### src/rtl/cal_pkg.sv
`timescale 1ns/1ps
package cal_pkg;
  localparam int NF     = 8;
  localparam int F_SEC  = 0;
  localparam int F_MIN  = 1;
  localparam int F_HOUR = 2;
  localparam int F_DOW  = 3;
  localparam int F_DOM  = 4;
  localparam int F_MON  = 5;
  localparam int F_YEAR = 6;
  localparam int F_CENT = 7;
  localparam logic [1:0] ANY_CODE = 2'b11;

  typedef logic [NF-1:0][7:0] cal_bytes_t;

  function automatic logic [6:0] fld_dec(input logic [7:0] v, input logic bin);
    if (bin) return v[6:0];
    return 7'(v[7:4]) * 7'd10 + 7'(v[3:0]);
  endfunction

  function automatic logic [7:0] fld_enc(input logic [6:0] n, input logic bin);
    logic [6:0] tens, units;
    tens  = n / 7'd10;
    units = n % 7'd10;
    if (bin) return {1'b0, n};
    return {tens[3:0], units[3:0]};
  endfunction

  // hour byte to 0..23
  function automatic logic [4:0] hr_dec(input logic [7:0] v, input logic bin, input logic h24);
    logic [6:0] raw;
    logic [4:0] base;
    raw  = fld_dec({1'b0, v[6:0]}, bin);
    base = (raw[4:0] == 5'd12) ? 5'd0 : raw[4:0];
    if (h24) return raw[4:0];
    return v[7] ? base + 5'd12 : base;
  endfunction

  function automatic logic [7:0] hr_enc(input logic [4:0] h, input logic bin, input logic h24);
    logic [4:0] r;
    r = (h >= 5'd12) ? h - 5'd12 : h;
    if (r == 5'd0) r = 5'd12;
    if (h24) return fld_enc(7'(h), bin);
    return fld_enc(7'(r), bin) | {(h >= 5'd12), 7'd0};
  endfunction

  function automatic logic leap_year(input logic [6:0] yr, input logic [6:0] cen);
    if (yr != 7'd0) return yr[1:0] == 2'b00;
    return cen[1:0] == 2'b00;
  endfunction

  function automatic logic [4:0] month_days(input logic [6:0] mon, input logic leap);
    case (mon)
      7'd2:                       return leap ? 5'd29 : 5'd28;
      7'd4, 7'd6, 7'd9, 7'd11:    return 5'd30;
      default:                    return 5'd31;
    endcase
  endfunction
endpackage

### src/rtl/cal_divider.sv
`timescale 1ns/1ps
module cal_divider #(
  parameter int TICKS     = 32768,
  parameter int UIP_TICKS = 8
) (
  input  logic clk,
  input  logic rst_n,
  input  logic tick_i,
  input  logic hold_i,
  input  logic run_i,
  output logic uip_o,
  output logic step_o
);
  localparam int PW        = $clog2(TICKS);
  localparam int LAST      = TICKS - 1;
  localparam int HALF      = TICKS / 2;
  localparam int UIP_START = TICKS - UIP_TICKS;

  logic [PW-1:0] phase;
  logic          at_last;

  assign at_last = (phase == PW'(LAST));

  always_ff @(posedge clk) begin
    if (!rst_n)      phase <= '0;
    else if (hold_i) phase <= PW'(HALF);
    else if (tick_i) phase <= at_last ? '0 : phase + 1'b1;
  end

  assign step_o = tick_i && !hold_i && run_i && at_last;
  assign uip_o  = run_i && (phase >= PW'(UIP_START));
endmodule

### src/rtl/cal_advance.sv
`timescale 1ns/1ps
module cal_advance
  import cal_pkg::*;
(
  input  cal_bytes_t cur_i,
  input  logic       bin_i,
  input  logic       h24_i,
  output cal_bytes_t nxt_o
);
  logic [6:0] s, m, dw, dm, mo, yr, ce;
  logic [6:0] ns, nm, ndw, ndm, nmo, nyr, nce;
  logic [4:0] h, nh, dim;
  logic       c_sec, c_min, c_hr, c_dom, c_mon, c_yr;

  always_comb begin
    s  = fld_dec(cur_i[F_SEC],  bin_i);
    m  = fld_dec(cur_i[F_MIN],  bin_i);
    h  = hr_dec(cur_i[F_HOUR],  bin_i, h24_i);
    dw = fld_dec(cur_i[F_DOW],  bin_i);
    dm = fld_dec(cur_i[F_DOM],  bin_i);
    mo = fld_dec(cur_i[F_MON],  bin_i);
    yr = fld_dec(cur_i[F_YEAR], bin_i);
    ce = fld_dec(cur_i[F_CENT], bin_i);
    dim = month_days(mo, leap_year(yr, ce));

    c_sec = (s >= 7'd59);
    ns    = c_sec ? 7'd0 : s + 7'd1;
    c_min = c_sec && (m >= 7'd59);
    nm    = c_sec ? ((m >= 7'd59) ? 7'd0 : m + 7'd1) : m;
    c_hr  = c_min && (h >= 5'd23);
    nh    = c_min ? ((h >= 5'd23) ? 5'd0 : h + 5'd1) : h;
    ndw   = c_hr ? ((dw >= 7'd7) ? 7'd1 : dw + 7'd1) : dw;
    c_dom = c_hr && (dm >= 7'(dim));
    ndm   = c_hr ? (c_dom ? 7'd1 : dm + 7'd1) : dm;
    c_mon = c_dom && (mo >= 7'd12);
    nmo   = c_dom ? (c_mon ? 7'd1 : mo + 7'd1) : mo;
    c_yr  = c_mon && (yr >= 7'd99);
    nyr   = c_mon ? (c_yr ? 7'd0 : yr + 7'd1) : yr;
    nce   = c_yr ? ((ce >= 7'd99) ? 7'd0 : ce + 7'd1) : ce;

    nxt_o[F_SEC]  = fld_enc(ns,  bin_i);
    nxt_o[F_MIN]  = fld_enc(nm,  bin_i);
    nxt_o[F_HOUR] = hr_enc(nh,   bin_i, h24_i);
    nxt_o[F_DOW]  = fld_enc(ndw, bin_i);
    nxt_o[F_DOM]  = fld_enc(ndm, bin_i);
    nxt_o[F_MON]  = fld_enc(nmo, bin_i);
    nxt_o[F_YEAR] = fld_enc(nyr, bin_i);
    nxt_o[F_CENT] = fld_enc(nce, bin_i);
  end
endmodule

### src/rtl/cal_alarm.sv
`timescale 1ns/1ps
module cal_alarm
  import cal_pkg::*;
#(
  parameter int NA = 3
) (
  input  logic [NA-1:0][7:0] val_i,
  input  logic [NA-1:0][7:0] alm_i,
  output logic               hit_o
);
  logic [NA-1:0] fld_ok;

  for (genvar g = 0; g < NA; g++) begin : g_fld
    assign fld_ok[g] = (alm_i[g][7:6] == ANY_CODE) || (alm_i[g] == val_i[g]);
  end

  assign hit_o = &fld_ok;
endmodule

### src/rtl/cal_clock.sv
`timescale 1ns/1ps
module cal_clock
  import cal_pkg::*;
#(
  parameter int TICKS_PER_SEC = 32768,
  parameter int UIP_TICKS     = 8
) (
  input  logic        clk,
  input  logic        rst_n,
  input  logic        tick_i,
  input  logic        set_mode_i,
  input  logic        bin_mode_i,
  input  logic        h24_mode_i,
  input  logic [2:0]  div_ctl_i,
  input  logic [7:0]  alm_sec_i,
  input  logic [7:0]  alm_min_i,
  input  logic [7:0]  alm_hour_i,
  input  logic        ld_en_i,
  input  logic [63:0] ld_time_i,
  output logic [7:0]  sec_o,
  output logic [7:0]  min_o,
  output logic [7:0]  hour_o,
  output logic [7:0]  dow_o,
  output logic [7:0]  dom_o,
  output logic [7:0]  mon_o,
  output logic [7:0]  year_o,
  output logic [7:0]  cent_o,
  output logic        uip_o,
  output logic        upd_o,
  output logic        alm_o
);
  localparam logic [2:0] RUN_MAX = 3'b010;
  localparam logic [1:0] HOLD_CODE = 2'b11;

  cal_bytes_t tm, nxt;
  logic       hold, run, step, hit;

  assign hold = (div_ctl_i[2:1] == HOLD_CODE);
  assign run  = !set_mode_i && (div_ctl_i <= RUN_MAX);

  cal_divider #(.TICKS(TICKS_PER_SEC), .UIP_TICKS(UIP_TICKS)) u_div (
    .clk(clk), .rst_n(rst_n), .tick_i(tick_i), .hold_i(hold), .run_i(run),
    .uip_o(uip_o), .step_o(step)
  );

  cal_advance u_adv (
    .cur_i(tm), .bin_i(bin_mode_i), .h24_i(h24_mode_i), .nxt_o(nxt)
  );

  cal_alarm #(.NA(3)) u_alm (
    .val_i({nxt[F_HOUR], nxt[F_MIN], nxt[F_SEC]}),
    .alm_i({alm_hour_i, alm_min_i, alm_sec_i}),
    .hit_o(hit)
  );

  always_ff @(posedge clk) begin
    if (!rst_n) begin
      tm        <= '0;
      tm[F_DOW] <= 8'd1;
      tm[F_DOM] <= 8'd1;
      tm[F_MON] <= 8'd1;
      upd_o     <= 1'b0;
      alm_o     <= 1'b0;
    end else begin
      upd_o <= step && !ld_en_i;
      alm_o <= step && !ld_en_i && hit;
      if (ld_en_i)   tm <= ld_time_i;
      else if (step) tm <= nxt;
    end
  end

  assign sec_o  = tm[F_SEC];
  assign min_o  = tm[F_MIN];
  assign hour_o = tm[F_HOUR];
  assign dow_o  = tm[F_DOW];
  assign dom_o  = tm[F_DOM];
  assign mon_o  = tm[F_MON];
  assign year_o = tm[F_YEAR];
  assign cent_o = tm[F_CENT];
endmodule

### config.mk
export PLATFORM = sky130hd
export DESIGN_NAME = cal_clock
export DESIGN_NICKNAME = d
export VERILOG_FILES = /design/src/rtl/cal_pkg.sv /design/src/rtl/cal_divider.sv /design/src/rtl/cal_advance.sv /design/src/rtl/cal_alarm.sv /design/src/rtl/cal_clock.sv
export SDC_FILE = /design/constraint.sdc
export NUM_CORES = 1
export LEC_CHECK = 0
export ABC_AREA = 1
export CORE_MARGIN = 2
export CORE_UTILIZATION = 57
export CTS_CLUSTER_SIZE = 12
export DETAILED_ROUTE_END_ITERATION = 8
export PLACE_DENSITY = 0.8
export SYNTH_ARGS = -nofsm -noshare
export SYNTH_HDL_FRONTEND = slang
export SYNTH_SLANG_ARGS = --single-unit
### constraint.sdc
create_clock -name clk -period 8.4 [get_ports clk]
set_input_delay 1.68 -clock clk [delete_from_list [all_inputs] [get_ports clk]]
set_output_delay 1.68 -clock clk [all_outputs]
set_load 0.05 [all_outputs]
==> out/metrics.cfg, run 1 <==
[timing]
clock.fmax_mhz=138
count_of_pins_over_their_slew_limit=0
fin_crit_sh_pct=86.2
finalHoldViolations=0
setup_viol=0
post-route-min-period_ps=7240
worst_clock_skew_ps=8.81
worst-slew-pin-transition_ps=1110
relSlewSlack_pct=25.8
final_critical_path_setup_slack_ps=1160
unrepaired_setup_endpoints_after_global_routing=false
tns_ps=0

[clocking]
post_cts_hold_buffer_count=0
worst_setup_hold_path_clk_slew_ps=70
cts_inserted_buffers=9
cts.repair.resized=0
ctsLongestPathBuffers=2
ctsRootBufferMaster=sky130_fd_sc_hd__clkbuf_16
clk_latency_ps=360
postCtsSetupBuffers=0
cts_tree=built
tritoncts_sinks=81
htree_num_levels=3

[layout]
fillers=1773
antenna_cells=0
post_route_cells_drive_above_1_share_pct=9.19
total_number_of_nets_in_the_final_design=2223
final_util_pct=68.6
post_layout_nonfiller_instances=2289
layout_overhead_on_the_synthesized_area_pct=18.2

[floorplanning]
core_area_um2=19500
floorplan.die.height_um=145
placementRows=51
die_boundary_width_um=145
io_pins=165
start_util_pct=58.0
floorplan.die_area_um2=21000

[yosys]
synth_area_per_cell_um2=5.99
synth_warnings=0
synth.top_cell.area_share_pct=19.0
synth.top_cells.by_area=sky130_fd_sc_hd__nand2_1 (19%), sky130_fd_sc_hd__dfxtp_1 (14%), sky130_fd_sc_hd__ha_1 (10%)
ys_dominant_reg_cell=sky130_fd_sc_hd__dfxtp_1
mappedNetlistArea_um2=11300
post_synth_num_cell_types=61
seq_area_frac_synth_pct=14.4
syn_inst=1885
post-synth-top-area-cell=sky130_fd_sc_hd__nand2_1
postSynth.asyncResetShare_pct=0
synth_net_count=2089
number_of_enable_type_register_cells_in_the_synthesized_netlist=0
ys_seq_elements=81

[worst_setup_path]
reg2reg_from=year_o[6]
reg2reg_depth=46
critical_path.most_common_cell=sky130_fd_sc_hd__nand2_1
reg2reg_slack_ps=1520
slowest_delay_ps=530
worst-setup-path-type=in2reg
critical_path.slowest_cell=sky130_fd_sc_hd__o21ai_0
start_kind=input pin
required_ps=8700
cp_max_fo=71
critPathCaptureType=flop
worst_r2r_dst=mon_o[4]
cp-startpoint=bin_mode_i
critical_path_data_arrival_time_ps=7540
worstSetupEndpoint=mon_o[4]

[power]
vdd_ir_drop_max_mv=0.105
leakage_nw=6.61
powerDensity_nw_per_um2=143

[routing]
first_iter_violations=878
vias_after_detailed_routing=12514
route.detailed.wl_per_inst_um=14.5
total_iterations_of_the_first_detailed_routing_run=5
remaining_number_of_nets_flagged_by_the_antenna_check_after_routing=0
vias_per_cell=5.47
wirelength_um=33200
detail_route.drc_violations=0

[place]
place.detailed.hpwl_um=25400
port_buffers=164
dp_slack_ps=849
gp_congestion=0.966
numPlacedInstances=2273

[grt]
gr-usage-all-layers_pct=32.0
maximum_number_of_pins_on_one_net_before_global_route_repair=72
grt_pass1_vias=11539
grt_first_pass_wirelength_um=54500
globalRoute.totalOverflow=0
antenna_found_initial=0

[run]
timing.max_cap.violations=0

[run_status]
outcome=finished clean

[hold_path]
min-delay-path-class=reg2reg

power breakdown:
group          switching, mW  internal [mW]  total (mW)  leakage (nW)
logic                  0.684          0.376        1.06          5.81
registers             0.0316          0.403       0.435         0.666
clock network          0.208          0.210       0.418         0.140
placed cells by master (no fill, tap or decap), drive strengths merged, types with 2 or more instances in the layout:
cell	n
nand4	37
clkinvlp	2
xor2	35
a21oi	86
clkbuf	9
a22oi	3
clkdlybuf4s50	162
nand2	617
inv	296
a221oi	3
o21bai	2
a21o	2
o21ai	104
o21a	3
ha	91
buf	11
o211ai	13
xnor2	17
a22o	10
and2	4
a21boi	3
dfxtp	81
clkinv	4
nor4	2
nand3	191
fa	15
o221ai	5
a31oi	36
nor2	128
nand3b	14
or2	15
nor3	17
area by class of cell:
class / instances / area (um2) / share of cell area (%)
clock buffer: 9 / 225 / 1.69
sequential: 81 / 1620 / 12.1
tap: 265 / 332 / 2.48
timing repair buffer: 173 / 1700 / 12.7
multi-input combinational: 1459 / 8290 / 62.1
inverter: 295 / 1120 / 8.37
clock inverter: 7 / 68.8 / 0.515
flip-flops by register name, summed over array words and instances (netlist names):
| register | cells |
|---|---|
| dom_o | 8 |
| hour_o | 8 |
| alm_o | 1 |
| u_div.phase | 15 |
| cent_o | 8 |
| upd_o | 1 |
| mon_o | 8 |
| dow_o | 8 |
| year_o | 8 |
| sec_o | 8 |
| min_o | 8 |
worst min-delay path by stage:
stage	end	cells past startpoint	start	slack, ps
3_5_place_dp	u_div.phase[9]	2	u_div.phase[9]	490
6_report	u_div.phase[9]	2	u_div.phase[9]	500
2_1_floorplan	u_div.phase[9]	2	u_div.phase[9]	460
3_3_place_gp	u_div.phase[1]	2	u_div.phase[1]	480
5_1_grt	u_div.phase[9]	2	u_div.phase[9]	540
4_1_cts	u_div.phase[9]	2	u_div.phase[9]	500
logic make-up after synthesis:
kind of cell	Yosys count	share of synthesized area, %
AND/OR/NAND/NOR	1026	41.3
AO/OA/AOI/OAI	275	15.1
adder cells (fa/ha/maj)	106	12.7
buffers and inverters	345	12.3
flip-flops	81	14.4
XOR/XNOR	52	4.16
cell usage after synthesis (all sizes together) (14+ instances only):
cell type	instances
nor3	17
xnor2	17
nor2	128
o21ai	104
nand3	191
a21oi	86
clkbuf	31
ha	91
nand4	37
inv	291
nand2	617
nand3b	14
xor2	35
or2	15
dfxtp	81
a31oi	36
buf	19
fa	15
layer usage:
| layer | global-route usage (%) | vias to the layer above | share of wire (%) |
|---|---|---|---|
| li1 | - | 6392 | - |
| met3 | 3.82 | 66 | 5.8 |
| met2 | 54.7 | 401 | 47 |
| met1 | 41.5 | 5655 | 45 |
| met5 | 0 | - | 0 |
| met4 | 11.5 | 0 | 2.7 |
critical path, delay by kind of cell:
family                     cells  cell delay, ps
buffers and inverters          8             920
AOI/OAI and AO/OA              7            1450
and+or+nand+nor               20            2600
adders and majority gates      4             840
stage by stage:
step           total power, mW  hold WS (ps)  cell area, um2
2_1_floorplan             1.24           460           11300
3_3_place_gp              1.46           482           13100
3_5_place_dp              1.49           487           13100
4_1_cts                   1.91           501           13400
5_1_grt                   2.08           538           13400
6_report                  1.91           501           13400
Power figures use the tool's default switching activity.
==> run 2: changes to the inputs <==
--- a/config.mk
+++ b/config.mk
@@ -8,8 +8,10 @@
 export ABC_AREA = 1
 export CORE_MARGIN = 2
 export CORE_UTILIZATION = 57
+export CTS_BUF_LIST = sky130_fd_sc_hd__clkbuf_16
 export CTS_CLUSTER_SIZE = 12
 export DETAILED_ROUTE_END_ITERATION = 8
+export MAX_ROUTING_LAYER = met4
 export PLACE_DENSITY = 0.8
 export SYNTH_ARGS = -nofsm -noshare
 export SYNTH_HDL_FRONTEND = slang
==> out/metrics.cfg, run 2 (same netlist as run 1, synthesis figures left out) <==
[run_status]
outcome=finished clean  ; unchanged

[grt]
gr-usage-all-layers_pct=33.0  ; was 32.0%
grt_pass1_vias=11497  ; was 11539
maximum_number_of_pins_on_one_net_before_global_route_repair=74  ; was 72
globalRoute.totalOverflow=0  ; unchanged
antenna_found_initial=0  ; unchanged
grt_first_pass_wirelength_um=54100  ; was 54500 um

[clocking]
postCtsSetupBuffers=0  ; unchanged
ctsLongestPathBuffers=2  ; unchanged
htree_num_levels=3  ; unchanged
cts.repair.resized=0  ; unchanged
tritoncts_sinks=81  ; unchanged
worst_setup_hold_path_clk_slew_ps=70  ; about the same
clk_latency_ps=370  ; was 360 ps
ctsRootBufferMaster=sky130_fd_sc_hd__clkbuf_16  ; unchanged
cts_tree=built  ; unchanged
cts_inserted_buffers=9  ; unchanged
post_cts_hold_buffer_count=0  ; unchanged

[power]
design_power_total_mw=1.97  ; was 1.91 mW
powerDensity_nw_per_um2=147  ; was 143 nW/um2
leakage_nw=6.63  ; was 6.61 nW
vdd_ir_drop_max_mv=0.0977  ; was 0.105 mV
switching_power_uw=926  ; was 924 uW
switching_share_pct=47.0  ; was 48.3%
clkPwrFrac_pct=24.2  ; was 21.9%
cellInternalPower_mw=1.05  ; was 990 uW
comb_pwr_share_pct=53.8  ; was 55.4%
seq_power_share_pct=22.0  ; was 22.7%

[layout]
layout_overhead_on_the_synthesized_area_pct=18.4  ; was 18.2%
post_route_cells_drive_above_1_share_pct=9.14  ; was 9.19%
final_common_cell=sky130_fd_sc_hd__nand2_1  ; unchanged
total_number_of_nets_in_the_final_design=2222  ; was 2223
max_reg_flops=15  ; unchanged
ff_latch_area_um2=1620  ; unchanged
fillers=1761  ; was 1773
layout_common_cells=sky130_fd_sc_hd__nand2_1 (572), sky130_fd_sc_hd__inv_1 (257), sky130_fd_sc_hd__nand3_1 (172)  ; unchanged
multi_input_comb_area_um2=8290  ; unchanged
post_layout_nonfiller_instances=2288  ; was 2289
registers.top_by_ff_count=u_div.phase  ; unchanged
antenna_cells=0  ; unchanged

[place]
dp_slack_ps=811  ; was 849 ps
gp_congestion=1.01  ; was 0.966
place.detailed.hpwl_um=25400  ; about the same
numPlacedInstances=2272  ; was 2273
port_buffers=164  ; unchanged

[worst_setup_path]
critical_path.most_common_cell=sky130_fd_sc_hd__nand2_1  ; unchanged
worst-setup-path-type=in2reg  ; unchanged
cp-startpoint=bin_mode_i  ; unchanged
critical_path.slowest_cell=sky130_fd_sc_hd__buf_4  ; was sky130_fd_sc_hd__o21ai_0
reg2reg_slack_ps=1470  ; was 1520 ps
cp_max_fo=73  ; was 71
required_ps=8700  ; about the same
reg2reg_depth=46  ; unchanged
critical_path_data_arrival_time_ps=7680  ; was 7540 ps
slowest_delay_ps=450  ; was 530 ps
reg2reg_from=year_o[6]  ; unchanged
worst_r2r_dst=mon_o[4]  ; unchanged
critPathCaptureType=flop  ; unchanged
worstSetupEndpoint=mon_o[4]  ; unchanged
start_kind=input pin  ; unchanged

[timing]
finalHoldViolations=0  ; unchanged
final_critical_path_setup_slack_ps=1030  ; was 1160 ps
setup_viol=0  ; unchanged
worst-slew-pin-transition_ps=1100  ; was 1110 ps
clock.fmax_mhz=136  ; was 138 MHz
post-route-min-period_ps=7370  ; was 7240 ps
count_of_pins_over_their_slew_limit=0  ; unchanged
unrepaired_setup_endpoints_after_global_routing=false  ; unchanged
worst_clock_skew_ps=12.5  ; was 8.81 ps
tns_ps=0  ; unchanged
fin_crit_sh_pct=87.8  ; was 86.2%
relSlewSlack_pct=26.5  ; was 25.8%

[floorplanning]
core_area_um2=19500  ; unchanged
floorplan.die.height_um=145  ; unchanged
floorplan.die_area_um2=21000  ; unchanged
placementRows=51  ; unchanged
die_boundary_width_um=145  ; unchanged
io_pins=165  ; unchanged
start_util_pct=58.0  ; unchanged

[run]
timing.max_cap.violations=0  ; unchanged

[routing]
detail_route.drc_violations=0  ; unchanged
vias_per_cell=5.50  ; was 5.47
wirelength_um=33500  ; was 33200 um
total_iterations_of_the_first_detailed_routing_run=5  ; unchanged
route.detailed.wl_per_inst_um=14.6  ; was 14.5 um
first_iter_violations=946  ; was 878
remaining_number_of_nets_flagged_by_the_antenna_check_after_routing=0  ; unchanged
vias_after_detailed_routing=12584  ; was 12514

[hold_path]
min-delay-path-class=reg2reg  ; unchanged

run 2: changes by cell type in the layout (fill, tap and decap cells not counted):
cell,delta
sky130_fd_sc_hd__inv_6,+2
sky130_fd_sc_hd__buf_4,-1
sky130_fd_sc_hd__clkinvlp_4,-1
sky130_fd_sc_hd__inv_8,-3
sky130_fd_sc_hd__bufinv_16,+2
run 2: per-layer routing:
layer | GRT usage (%) | up-vias | part of all wire, %
li1 | - | 6368 | -
met1 | 40.8 | 5667 | 44
met2 | 55.0 | 460 | 47
met3 | 3.85 | 89 | 6.7
met4 | 13.2 | 0 | 3.0
met5 | - | - | 0
run 2: power by group through the flow:
stage	clock [mW]	combinational [mW]	sequential, mW
after floorplan	0	0.744	0.497
after global placement	0	1.02	0.443
after detailed placement	0	1.05	0.443
after CTS	0.477	1.05	0.434
after global routing	0.490	1.20	0.438
final	0.477	1.06	0.435
run 2: worst min-delay path by stage:
stage	cells past startpoint	startpoint	to
global route	2	u_div.phase[9]	u_div.phase[9]
finish	2	u_div.phase[9]	u_div.phase[9]
detailed placement	2	hour_o[6]	hour_o[6]
global placement	2	u_div.phase[1]	u_div.phase[1]
floorplan	2	u_div.phase[9]	u_div.phase[9]
CTS	2	hour_o[6]	hour_o[6]
run 2: area by class of cell:
type | instances | share of cell area [%]
timing repair buffer | 172 | 12.7
inverter | 295 | 8.35
clock inverter | 7 | 0.785
tap | 265 | 2.48
multi-input combinational | 1459 | 61.9
sequential | 81 | 12.1
clock buffer | 9 | 1.68
run 2: critical path: cells and delay by family:
kind                     cells  cell delay [ps]
buffers and inverters        8             1010
AND/OR/NAND/NOR             20             2660
AO/OA/AOI/OAI                7             1420
adder cells (fa/ha/maj)      4              840
run 2: per-stage QoR:
stage / util, % / hold WS [ps] / area, um2
3_5_place_dp: 67.1 / 496 / 13100
2_1_floorplan: - / 460 / 11300
6_report: 68.7 / 503 / 13400
4_1_cts: 68.7 / 505 / 13400
3_3_place_gp: 67.1 / 475 / 13100
5_1_grt: 68.7 / 514 / 13400
